$ cat src/rtl/it_cond_pkg.sv
package it_cond_pkg;

  localparam int SW_W        = 32;
  localparam int FLAG_N      = 31;
  localparam int FLAG_Z      = 30;
  localparam int FLAG_C      = 29;
  localparam int FLAG_V      = 28;
  localparam int COMPACT_BIT = 5;
  localparam int ITH_LSB     = 10;  // IT[7:2]
  localparam int ITH_W       = 6;
  localparam int ITL_LSB     = 25;  // IT[1:0]
  localparam int ITL_W       = 2;
  localparam int IT_W        = ITH_W + ITL_W;
  localparam int SYN_CLS_LSB = 30;
  localparam int SYN_CV_BIT  = 24;
  localparam int SYN_CC_LSB  = 20;
  localparam int CC_W        = 4;
  localparam int STEP_NARROW = 2;
  localparam int STEP_WIDE   = 4;

  typedef enum logic [CC_W-1:0] {
    CC_EQ = 4'd0,  CC_NE = 4'd1,  CC_CS = 4'd2,  CC_CC = 4'd3,
    CC_MI = 4'd4,  CC_PL = 4'd5,  CC_VS = 4'd6,  CC_VC = 4'd7,
    CC_HI = 4'd8,  CC_LS = 4'd9,  CC_GE = 4'd10, CC_LT = 4'd11,
    CC_GT = 4'd12, CC_LE = 4'd13, CC_AL = 4'd14, CC_NV = 4'd15
  } cc_e;

  typedef struct packed {
    logic n;
    logic z;
    logic c;
    logic v;
  } nzcv_t;

  function automatic logic [IT_W-1:0] it_unpack(input logic [SW_W-1:0] sw);
    return {sw[ITH_LSB +: ITH_W], sw[ITL_LSB +: ITL_W]};
  endfunction

  function automatic logic [SW_W-1:0] it_repack(input logic [SW_W-1:0] sw,
                                                input logic [IT_W-1:0] it);
    logic [SW_W-1:0] r;
    r = sw;
    r[ITH_LSB +: ITH_W] = it[IT_W-1:ITL_W];
    r[ITL_LSB +: ITL_W] = it[ITL_W-1:0];
    return r;
  endfunction

endpackage

$ cat src/rtl/it_cond_select.sv
module it_cond_select
  import it_cond_pkg::*;
(
  input  logic [SW_W-1:0] status_i,
  input  logic [SW_W-1:0] syndrome_i,
  output cc_e             cc_o,
  output logic            uncond_o
);
  logic [IT_W-1:0] it_st;

  always_comb begin
    it_st    = it_unpack(status_i);
    cc_o     = CC_AL;
    uncond_o = 1'b0;
    if (syndrome_i[SYN_CLS_LSB +: 2] != 2'b00) begin
      uncond_o = 1'b1;
    end else if (syndrome_i[SYN_CV_BIT]) begin
      cc_o = cc_e'(syndrome_i[SYN_CC_LSB +: CC_W]);
    end else if (it_st == '0) begin
      uncond_o = 1'b1;
    end else begin
      cc_o = cc_e'(it_st[IT_W-1 -: CC_W]);
    end
  end
endmodule

$ cat src/rtl/it_cond_eval.sv
module it_cond_eval
  import it_cond_pkg::*;
(
  input  cc_e   cc_i,
  input  nzcv_t flags_i,
  output logic  pass_o
);
  logic sgn_eq;

  always_comb begin
    sgn_eq = (flags_i.n == flags_i.v);
    unique case (cc_i)
      CC_EQ: pass_o = flags_i.z;
      CC_NE: pass_o = !flags_i.z;
      CC_CS: pass_o = flags_i.c;
      CC_CC: pass_o = !flags_i.c;
      CC_MI: pass_o = flags_i.n;
      CC_PL: pass_o = !flags_i.n;
      CC_VS: pass_o = flags_i.v;
      CC_VC: pass_o = !flags_i.v;
      CC_HI: pass_o = flags_i.c && !flags_i.z;
      CC_LS: pass_o = !flags_i.c || flags_i.z;
      CC_GE: pass_o = sgn_eq;
      CC_LT: pass_o = !sgn_eq;
      CC_GT: pass_o = !flags_i.z && sgn_eq;
      CC_LE: pass_o = flags_i.z || !sgn_eq;
      default: pass_o = 1'b1;
    endcase
  end
endmodule

$ cat src/rtl/it_advance.sv
module it_advance
  import it_cond_pkg::*;
(
  input  logic [SW_W-1:0] status_i,
  output logic [SW_W-1:0] status_o,
  output logic            it_nz_o
);
  logic [IT_W-1:0] cur_it;
  logic [IT_W-1:0] nxt_it;

  always_comb begin
    cur_it  = it_unpack(status_i);
    it_nz_o = (cur_it != '0);
    if (cur_it[2:0] == 3'b000)
      nxt_it = '0;
    else
      nxt_it = {cur_it[IT_W-1:5], cur_it[3:0], 1'b0};
    status_o = it_repack(status_i, nxt_it);
  end
endmodule

$ cat src/rtl/it_cond_tracker.sv
module it_cond_tracker
  import it_cond_pkg::*;
#(
  parameter int PC_W = 32
) (
  input  logic            clk,
  input  logic            rst,
  input  logic [SW_W-1:0] status_i,
  input  logic [SW_W-1:0] syndrome_i,
  input  logic [PC_W-1:0] pc_i,
  input  logic            wide_i,
  input  logic            skip_i,
  output logic            pass_o,
  output logic            it_err_o,
  output logic            upd_valid_o,
  output logic [SW_W-1:0] status_o,
  output logic [PC_W-1:0] pc_o
);
  localparam logic [SW_W-1:0] IT_MASK =
    ({{(SW_W-ITH_W){1'b0}}, {ITH_W{1'b1}}} << ITH_LSB) |
    ({{(SW_W-ITL_W){1'b0}}, {ITL_W{1'b1}}} << ITL_LSB);

  cc_e             sel_cc;
  logic            sel_uncond;
  logic            cc_pass;
  logic [SW_W-1:0] adv_status;
  logic            it_nz;
  logic            compact;
  logic [PC_W-1:0] pc_step;
  nzcv_t           flags;

  assign flags   = '{n: status_i[FLAG_N], z: status_i[FLAG_Z],
                     c: status_i[FLAG_C], v: status_i[FLAG_V]};
  assign compact = status_i[COMPACT_BIT];

  it_cond_select u_sel (
    .status_i   (status_i),
    .syndrome_i (syndrome_i),
    .cc_o       (sel_cc),
    .uncond_o   (sel_uncond)
  );

  it_cond_eval u_eval (
    .cc_i    (sel_cc),
    .flags_i (flags),
    .pass_o  (cc_pass)
  );

  it_advance u_adv (
    .status_i (status_i),
    .status_o (adv_status),
    .it_nz_o  (it_nz)
  );

  assign pass_o   = sel_uncond || cc_pass;
  assign it_err_o = !compact && it_nz;
  assign pc_step  = (compact && !wide_i) ? PC_W'(STEP_NARROW) : PC_W'(STEP_WIDE);

  always_ff @(posedge clk) begin
    if (rst) begin
      status_o    <= '0;
      pc_o        <= '0;
      upd_valid_o <= 1'b0;
    end else begin
      upd_valid_o <= skip_i;
      if (skip_i) begin
        status_o <= adv_status;
        pc_o     <= pc_i + pc_step;
      end
    end
  end

  p_pc_step_r8: assert property (@(posedge clk) disable iff (rst)
    upd_valid_o |-> ((pc_o - $past(pc_i)) == PC_W'(STEP_NARROW) ||
                     (pc_o - $past(pc_i)) == PC_W'(STEP_WIDE)));

  p_valid_pulse_r10: assert property (@(posedge clk) disable iff (rst)
    upd_valid_o |-> $past(skip_i));

  p_other_bits_kept_r10: assert property (@(posedge clk) disable iff (rst)
    upd_valid_o |-> ((status_o & ~IT_MASK) == ($past(status_i) & ~IT_MASK)));

  p_hold_r10: assert property (@(posedge clk) disable iff (rst)
    !$past(skip_i) |-> ($stable(status_o) && $stable(pc_o)));

  p_it_cleared_r7: assert property (@(posedge clk) disable iff (rst)
    (skip_i && status_i[ITL_LSB +: ITL_W] == 2'b00 && status_i[ITH_LSB] == 1'b0)
      |=> ((status_o & IT_MASK) == '0));

  p_uncond_pass_r2: assert property (@(posedge clk) disable iff (rst)
    (syndrome_i[SYN_CLS_LSB +: 2] != 2'b00) |-> pass_o);
endmodule

$ cat config.mk
export PLATFORM = sky130hd
export DESIGN_NAME = it_cond_tracker
export DESIGN_NICKNAME = d
export VERILOG_FILES = /design/src/rtl/it_cond_pkg.sv /design/src/rtl/it_cond_select.sv /design/src/rtl/it_cond_eval.sv /design/src/rtl/it_advance.sv /design/src/rtl/it_cond_tracker.sv
export SDC_FILE = /design/constraint.sdc
export NUM_CORES = 1
export LEC_CHECK = 0
export BUFFER_PORTS_ARGS = -buffer_cell sky130_fd_sc_hd__clkbuf_2
export CAP_MARGIN = 40
export CELL_PAD_IN_SITES_DETAIL_PLACEMENT = 0
export CELL_PAD_IN_SITES_GLOBAL_PLACEMENT = 1
export CORE_ASPECT_RATIO = 1.2
export CORE_MARGIN = 4
export CORE_UTILIZATION = 32
export CTS_CLUSTER_SIZE = 14
export DETAILED_ROUTE_END_ITERATION = 10
export PLACE_DENSITY_LB_ADDON = 0.15
export SLEW_MARGIN = 10
export SYNTH_ARGS = -nofsm -noshare
export SYNTH_HDL_FRONTEND = slang
export SYNTH_SLANG_ARGS = --single-unit
$ cat constraint.sdc
create_clock -name clk -period 3.1 [get_ports clk]
set_clock_uncertainty 0.1 [all_clocks]
set_input_delay 0.31 -clock clk [delete_from_list [all_inputs] [get_ports clk]]
set_output_delay 0.31 -clock clk [all_outputs]
set_load 0.005 [all_outputs]
==> reports/qor.txt, run 1 <==
Minimum clock period = 2.42 ns
Inserted Diodes = 0
Multi-input gate area = 1710 um^2
Final Instance Area = 4200 um^2
Logic pwr share = 0.143
Hold_buf cts = 0
Hold Path Class = in -> reg
Worst Tran Pin Value = 0.647 ns
Kind of critical path = in -> out
Syn_nets = 452
Reg power frac = 0.418
Prevailing post-synth register cell = dfxtp_1
Internal power = 1.63 mW
Clk buf depth = 2
RSZ-0062 raised after global routing = no
Sequential Area = 1280 um^2
Mapped Cells = 349
Status = complete, no violations
Flop2flop setup slack = 2.28 ns
Largest net degree at the start of global routing = 63
Sequential area share after synthesis = 0.413
CTS sink count = 64
CP startpoint kind = input pin
Min-delay src = status_i[18]
Site Rows = 39
Placer's final routability congestion estimate = 0.791
Num ports = 167
YS warnings = 0
Max-slew violations = 0
Mapped Area = 3100 um^2
Critical Path Sink Type = output pin
Routed wire length per instance = 14.0 um
Critical Path Fanout Max = 9
First-pass GRT wire length = 13.9 mm
Clock tree from TritonCTS = done
Crit share post-route = 0.782
First DRT Iteration DRCs = 66
Static leakage = 1.95 nW
Antenna-violating nets left = 0
Die height = 116 um
# DRC = 0
Clk_lat worst skew = 0.32 ns
Peak VDD IR = 224 uV
Initial antenna violation count = 0
# port buffers = 140
DR vias/cell = 4.84
Fin. Hold Viols = 0
CORE AREA = 9520 um^2
Post-synth EDFFs = 0
Final setup violation count = 0
Fin Setup TNS = 0 ns
Die width = 97.8 um
Layout cell share with drive strength beyond 1 = 0.340
Sw Ratio = 0.248
Layout area overhead = 35.4%
Number of distinct library cells after synthesis = 49
Drt pass-1 iters = 4
Nets = 586
CTS Buf Count = 9
DR vias = 2956
Worst EP required = 2.69 ns
Psw = 0.536 mW
Initial Util = 0.326
Post-cts resize count = 0
H-Tree Depth = 3
Fillers = 999
Dpl cell area = 3910 um^2
Vias in the first global route = 2936
Total Wirelength = 8.56 mm
CTS clk-pin slew, worst paths = 0.05 ns
Clock power share = 0.439
Fmax = 413 MHz
PwrDens = 516 nW/um^2
Syn Area/Cell = 8.88 um^2
Grt total ovfl = 0
Crit path from = syndrome_i[31]
Postcts setup bufs = 0
Max cap viols = 0
Full die area = 11300 um^2
WP data arrival = 2.01 ns
Root buf cell = clkbuf_16
Worst slew margin = 0.568
Post-DP HPWL = 6.59 mm
Worst reg2reg startpoint = pc_o[13]$_SDFFE_PP0P_
Total GRT Usage = 0.152
Yosys reg bits = 64
Post-synthesis async set-or-reset flop share = 0
==> power by group through the flow <==
stage                     Clock (mW)  Sequential [mW]  Combinational [mW]
after detailed placement           0            0.922               0.315
after global routing            1.01            0.911               0.348
final                          0.949            0.905               0.310
after CTS                      0.973            0.905               0.316
after floorplan                    0            0.925               0.155
after global placement             0            0.920               0.313
==> cells in the mapped netlist (2+ instances only) <==
cell type	instances	area [um^2]
buf_1	4	15.0
a31oi_1	2	12.5
xnor2_1	10	87.6
nand3_1	12	60.1
dfxtp_1	64	1280
nand2b_1	6	37.5
and4_1	2	17.5
xor2_1	17	149
inv_1	4	15.0
and3_1	8	50.1
nor2b_1	3	18.8
nor3_2	2	20.0
o21ai_0	5	25.0
a21oi_1	6	30.0
clkbuf_1	14	52.6
mux2i_1	30	300
ha_1	2	25.0
a311oi_1	4	35.0
nand2_1	15	56.3
or3_1	10	62.6
nor2_1	67	251
nand4_1	9	56.3
a211oi_1	27	203
==> kinds of logic (layout without fill, tap and decap cells) <==
family / Yosys count / count (layout) / synth area share
AO/OA/AOI/OAI: 55 / 55 / 0.132
XOR/XNOR: 27 / 27 / 0.0763
adder cells (fa/ha/maj): 3 / 3 / 0.0145
buffers and inverters: 26 / 165 / 0.0359
flip-flops: 64 / 64 / 0.413
multiplexers: 31 / 31 / 0.101
other: 1 / 1 / 0.00121
AND/OR/NAND/NOR: 142 / 142 / 0.226
==> placed cells by master, fill, tap and decap left out, types with 5 or more instances in the layout <==
cell         n
clkbuf_2   139
nor2_1      67
dfxtp_1     64
mux2i_1     30
a211oi_1    27
xor2_1      17
nand2_1     15
nand3_1     12
or3_1       10
xnor2_1     10
nand4_1      9
clkbuf_16    9
and3_1       8
nand2b_1     6
a21oi_1      6
o21ai_0      5
buf_4        5
==> layout make-up <==
class                      count  share of cell area
clock buffer                  13              0.0644
clock inverter                 3             0.00358
inverter                       4             0.00358
multi-input combinational    259               0.407
sequential                    64               0.305
tap                          123              0.0367
timing repair buffer         145               0.180
==> routing by layer <==
layer | wire length (um) | global-route usage
met5 | 0 | 0
met1 | 3670 | 0.175
met2 | 4170 | 0.261
met3 | 555 | 0.0464
met4 | 167 | 0.0656
==> worst max-delay path, stage by stage <==
cell and delay, ns:
clkbuf_2 0.11, or2_1 0.33, or3_1 0.33, o32a_2 0.23, o211a_1 0.13, or3_1 0.35, nand3_1 0.09, clkbuf_2 0.12
==> registers in the layout, summed over array words and instances (netlist names) <==
name,cells
status_o,31
pc_o,32
upd_valid_o,1
==> per-stage QoR <==
stage               hold slack, ns  std cells   util  setup slack, ns  power [mW]
floorplan                    0.357        349      -            0.813        1.08
global placement             0.357        595  0.411            0.522        1.23
detailed placement           0.366        595  0.411            0.497        1.24
CTS                          0.117        611  0.441            0.676        2.19
global route                 0.144        611  0.441            0.591        2.27
finish                       0.123        611  0.441            0.677        2.16
==> worst paths after layout <==
| path | cells after the start | to |
|---|---|---|
| worst max-delay path | 8 | pass_o |
| worst min-delay path | 3 | status_o[18]$_SDFFE_PP0P_ |
| worst max register to register | 2 | pc_o[13]$_SDFFE_PP0P_ |
| worst min register to register | 2 | status_o[14]$_SDFFE_PP0P_ |
Power figures use the tool's default switching activity.
==> run 2, diff against run 1 <==
- ABC_AREA: not set -> 1
- CORE_UTILIZATION: 32 -> 31
- clock period: 3.1 -> 2.54 ns (I/O delays scaled with it)
==> reports/qor.txt, run 2 <==
Status = complete, no violations
Post-synthesis async set-or-reset flop share = 0 (unchanged)
Most flops, register = pc_o
Hold_buf cts = 0 (unchanged)
Placer's final routability congestion estimate = 0.852 (+7.7%)
H-Tree Depth = 3 (unchanged)
Root buf cell = clkbuf_16
Vias in the first global route = 3464 (+18%)
First-pass GRT wire length = 16.4 mm (+18%)
PwrDens = 618 nW/um^2 (+20%)
Site Rows = 41 (+5.1%)
Largest net degree at the start of global routing = 89 (+41%)
Critical Path Fanout Max = 6 (-3)
Critical Path Sink Type = output pin
CTS sink count = 64 (unchanged)
Clock tree from TritonCTS = done
Flop2flop setup slack = 1.73 ns (-0.55 ns)
Max cap viols = 0 (unchanged)
CORE AREA = 10600 um^2 (+11%)
Number of distinct library cells after synthesis = 35 (-29%)
Yosys top cell area share = 0.380 (-0.0339)
Worst slew margin = 0.449 (-0.119)
Final setup violation count = 0 (unchanged)
Mapped Area = 3380 um^2 (+8.9%)
Routed wire length per instance = 13.3 um (-5.0%)
Syn_nets = 603 (+33%)
Dpl cell area = 4180 um^2 (+6.9%)
# port buffers = 140 (unchanged)
Synth top area cells = dfxtp_1 38%, nor2_1 12%, nand2_1 7.9%
Yosys top cell by area = dfxtp_1
Critical Path Sink = pass_o
WP data arrival = 1.64 ns (-0.37 ns)
Post-DP HPWL = 8.13 mm (+24%)
YS warnings = 0 (unchanged)
Sequential area share after synthesis = 0.380 (-0.0339)
Antenna-violating nets left = 0 (unchanged)
Initial Util = 0.319 (-0.00627)
Post-synth EDFFs = 0 (unchanged)
Die height = 122 um (+5.6%)
Tot Pwr = 2.77 mW (+28%)
Syn Area/Cell = 6.75 um^2 (-24%)
Min-delay src = status_i[17]
CTS clk-pin slew, worst paths = 0.06 ns (about the same)
Sequential Area = 1280 um^2 (unchanged)
Total GRT Usage = 0.166 (+0.0140)
Crit path from = status_i[26]
RSZ-0062 raised after global routing = no
Reg2Reg Depth = 4 (+2)
Clk buf depth = 2 (unchanged)
Initial antenna violation count = 0 (unchanged)
Total Wirelength = 10.2 mm (+20%)
Fmax = 501 MHz
Fin Setup TNS = 0 ns (unchanged)
Mapped Cells = 500 (+43%)
Most frequent cells in the layout = 140 x clkbuf_2, 112 x nor2_1, 71 x nand2_1
CTS Buf Count = 9 (unchanged)
R2R Path End = pc_o[19]$_SDFFE_PP0P_
Cell with the most instances after synthesis = nor2_1
Max reg flops = 32 (unchanged)
Worst EP required = 2.19 ns (-0.50 ns)
Drt pass-1 iters = 4 (unchanged)
Die width = 103 um (+5.5%)
Synth top cells by count = 112 x nor2_1, 71 x nand2_1, 64 x dfxtp_1, 55 x inv_1, 48 x o21ai_0
Nets = 738 (+26%)
DR vias/cell = 4.64 (-4.1%)
Num ports = 167 (unchanged)
Hold Path Class = in -> reg
Hold path cells = 3 (unchanged)
Worst reg2reg startpoint = pc_o[19]$_SDFFE_PP0P_
Inserted Diodes = 0 (unchanged)
Fillers = 1169 (+17%)
Kind of critical path = in -> out
Grt total ovfl = 0 (unchanged)
Peak VDD IR = 256 uV (+14%)
Multi-input gate area = 1790 um^2 (+4.8%)
Biggest registers after layout = pc_o (32), status_o (31), upd_valid_o (1)
Minimum clock period = 1.99 ns
DR vias = 3568 (+21%)
Post-cts resize count = 0 (unchanged)
Postcts setup bufs = 0 (unchanged)
Full die area = 12600 um^2 (+11%)
Max-slew violations = 0 (unchanged)
# DRC = 0 (unchanged)
Commonest non-fill, non-tap cell in the layout = clkbuf_2
Worst Tran Pin Value = 0.826 ns (+0.179 ns)
Static leakage = 2.33 nW (+20%)
Layout area overhead = 32.9%
Yosys reg bits = 64 (unchanged)
Crit share post-route = 0.785
Final Core Density = 0.424 (-0.0164)
Fin. Hold Viols = 0 (unchanged)
Clk_lat worst skew = 0.33 ns (about the same)
CP startpoint kind = input pin
Final Instance Area = 4490 um^2 (+6.9%)
Layout cell share with drive strength beyond 1 = 0.277 (-0.0636)
Prevailing post-synth register cell = dfxtp_1
First DRT Iteration DRCs = 89 (+35%)
## run 2: changes by cell type in the layout (fill, tap and decap cells not counted), moves of 10 or more
cell,previous run,this run
inv_1,4,55
nand2_1,15,71
or3_1,10,0
mux2i_1,30,1
nor2_1,67,112
nand3_1,12,35
o21ai_0,5,48
o211ai_1,1,12
a211oi_1,27,0
## run 2: logic make-up (layout without fill, tap and decap cells)
group	count (synthesis)	in the layout	synth area share
simple gates	257	257	0.336
compound gates	78	78	0.127
buf+inv	77	217	0.0908
flops	64	64	0.380
xor+xnor	19	19	0.0493
fa+ha+maj	3	3	0.0133
other cells	1	1	0.00111
mux	1	1	0.00297
## run 2: report_power, final
group          total [mW]  switching, mW  internal [mW]
Sequential           1.11         0.0330           1.08
Combinational       0.410          0.235          0.175
Clock                1.25          0.464          0.789
## run 2: layout make-up
| class | instances | area share |
|---|---|---|
| Timing Repair Buffer | 145 | 0.165 |
| Tap cell | 129 | 0.0360 |
| Multi-Input combinational cell | 359 | 0.399 |
| Clock inverter | 6 | 0.0151 |
| Clock buffer | 10 | 0.0533 |
| Sequential cell | 64 | 0.286 |
| Inverter | 56 | 0.0469 |
## run 2: critical path: stages
cell	delay [ns]
clkbuf_2	0.09
nor2_1	0.17
nand2_1	0.07
nor2_1	0.15
nand2_1	0.16
nand3_1	0.16
nand2_1	0.07
nand2_1	0.08
nand3_1	0.07
nand2_1	0.06
nand3_1	0.06
nand2_1	0.06
nand3_1	0.07
clkbuf_2	0.11
## run 2: layer usage
layer / wire, um / part of all wire / track usage / vias up
met1: 4360 / 0.43 / 0.197 / 1573
li1: - / - / - / 1879
met3: 666 / 0.065 / 0.0426 / 14
met5: 0 / 0 / 0 / -
met2: 5000 / 0.49 / 0.282 / 102
met4: 214 / 0.021 / 0.0648 / 0
## run 2: how the worst min path moves through the flow
stage	endpoint	slack [ns]
2_1_floorplan	upd_valid_o$_SDFF_PP0_	0.24
3_3_place_gp	pc_o[13]$_SDFFE_PP0P_	0.36
3_5_place_dp	pc_o[22]$_SDFFE_PP0P_	0.37
4_1_cts	status_o[22]$_SDFFE_PP0P_	0.03
5_1_grt	status_o[9]$_SDFFE_PP0P_	0.06
6_report	status_o[17]$_SDFFE_PP0P_	0.04
## run 2: per-stage QoR
step,instances,setup slack [ns],hold slack [ns]
after floorplan,500,0.614,0.238
after global placement,753,0.230,0.363
after detailed placement,753,0.216,0.368
after CTS,769,0.507,0.0315
after global routing,769,0.311,0.0558
final,769,0.545,0.0431
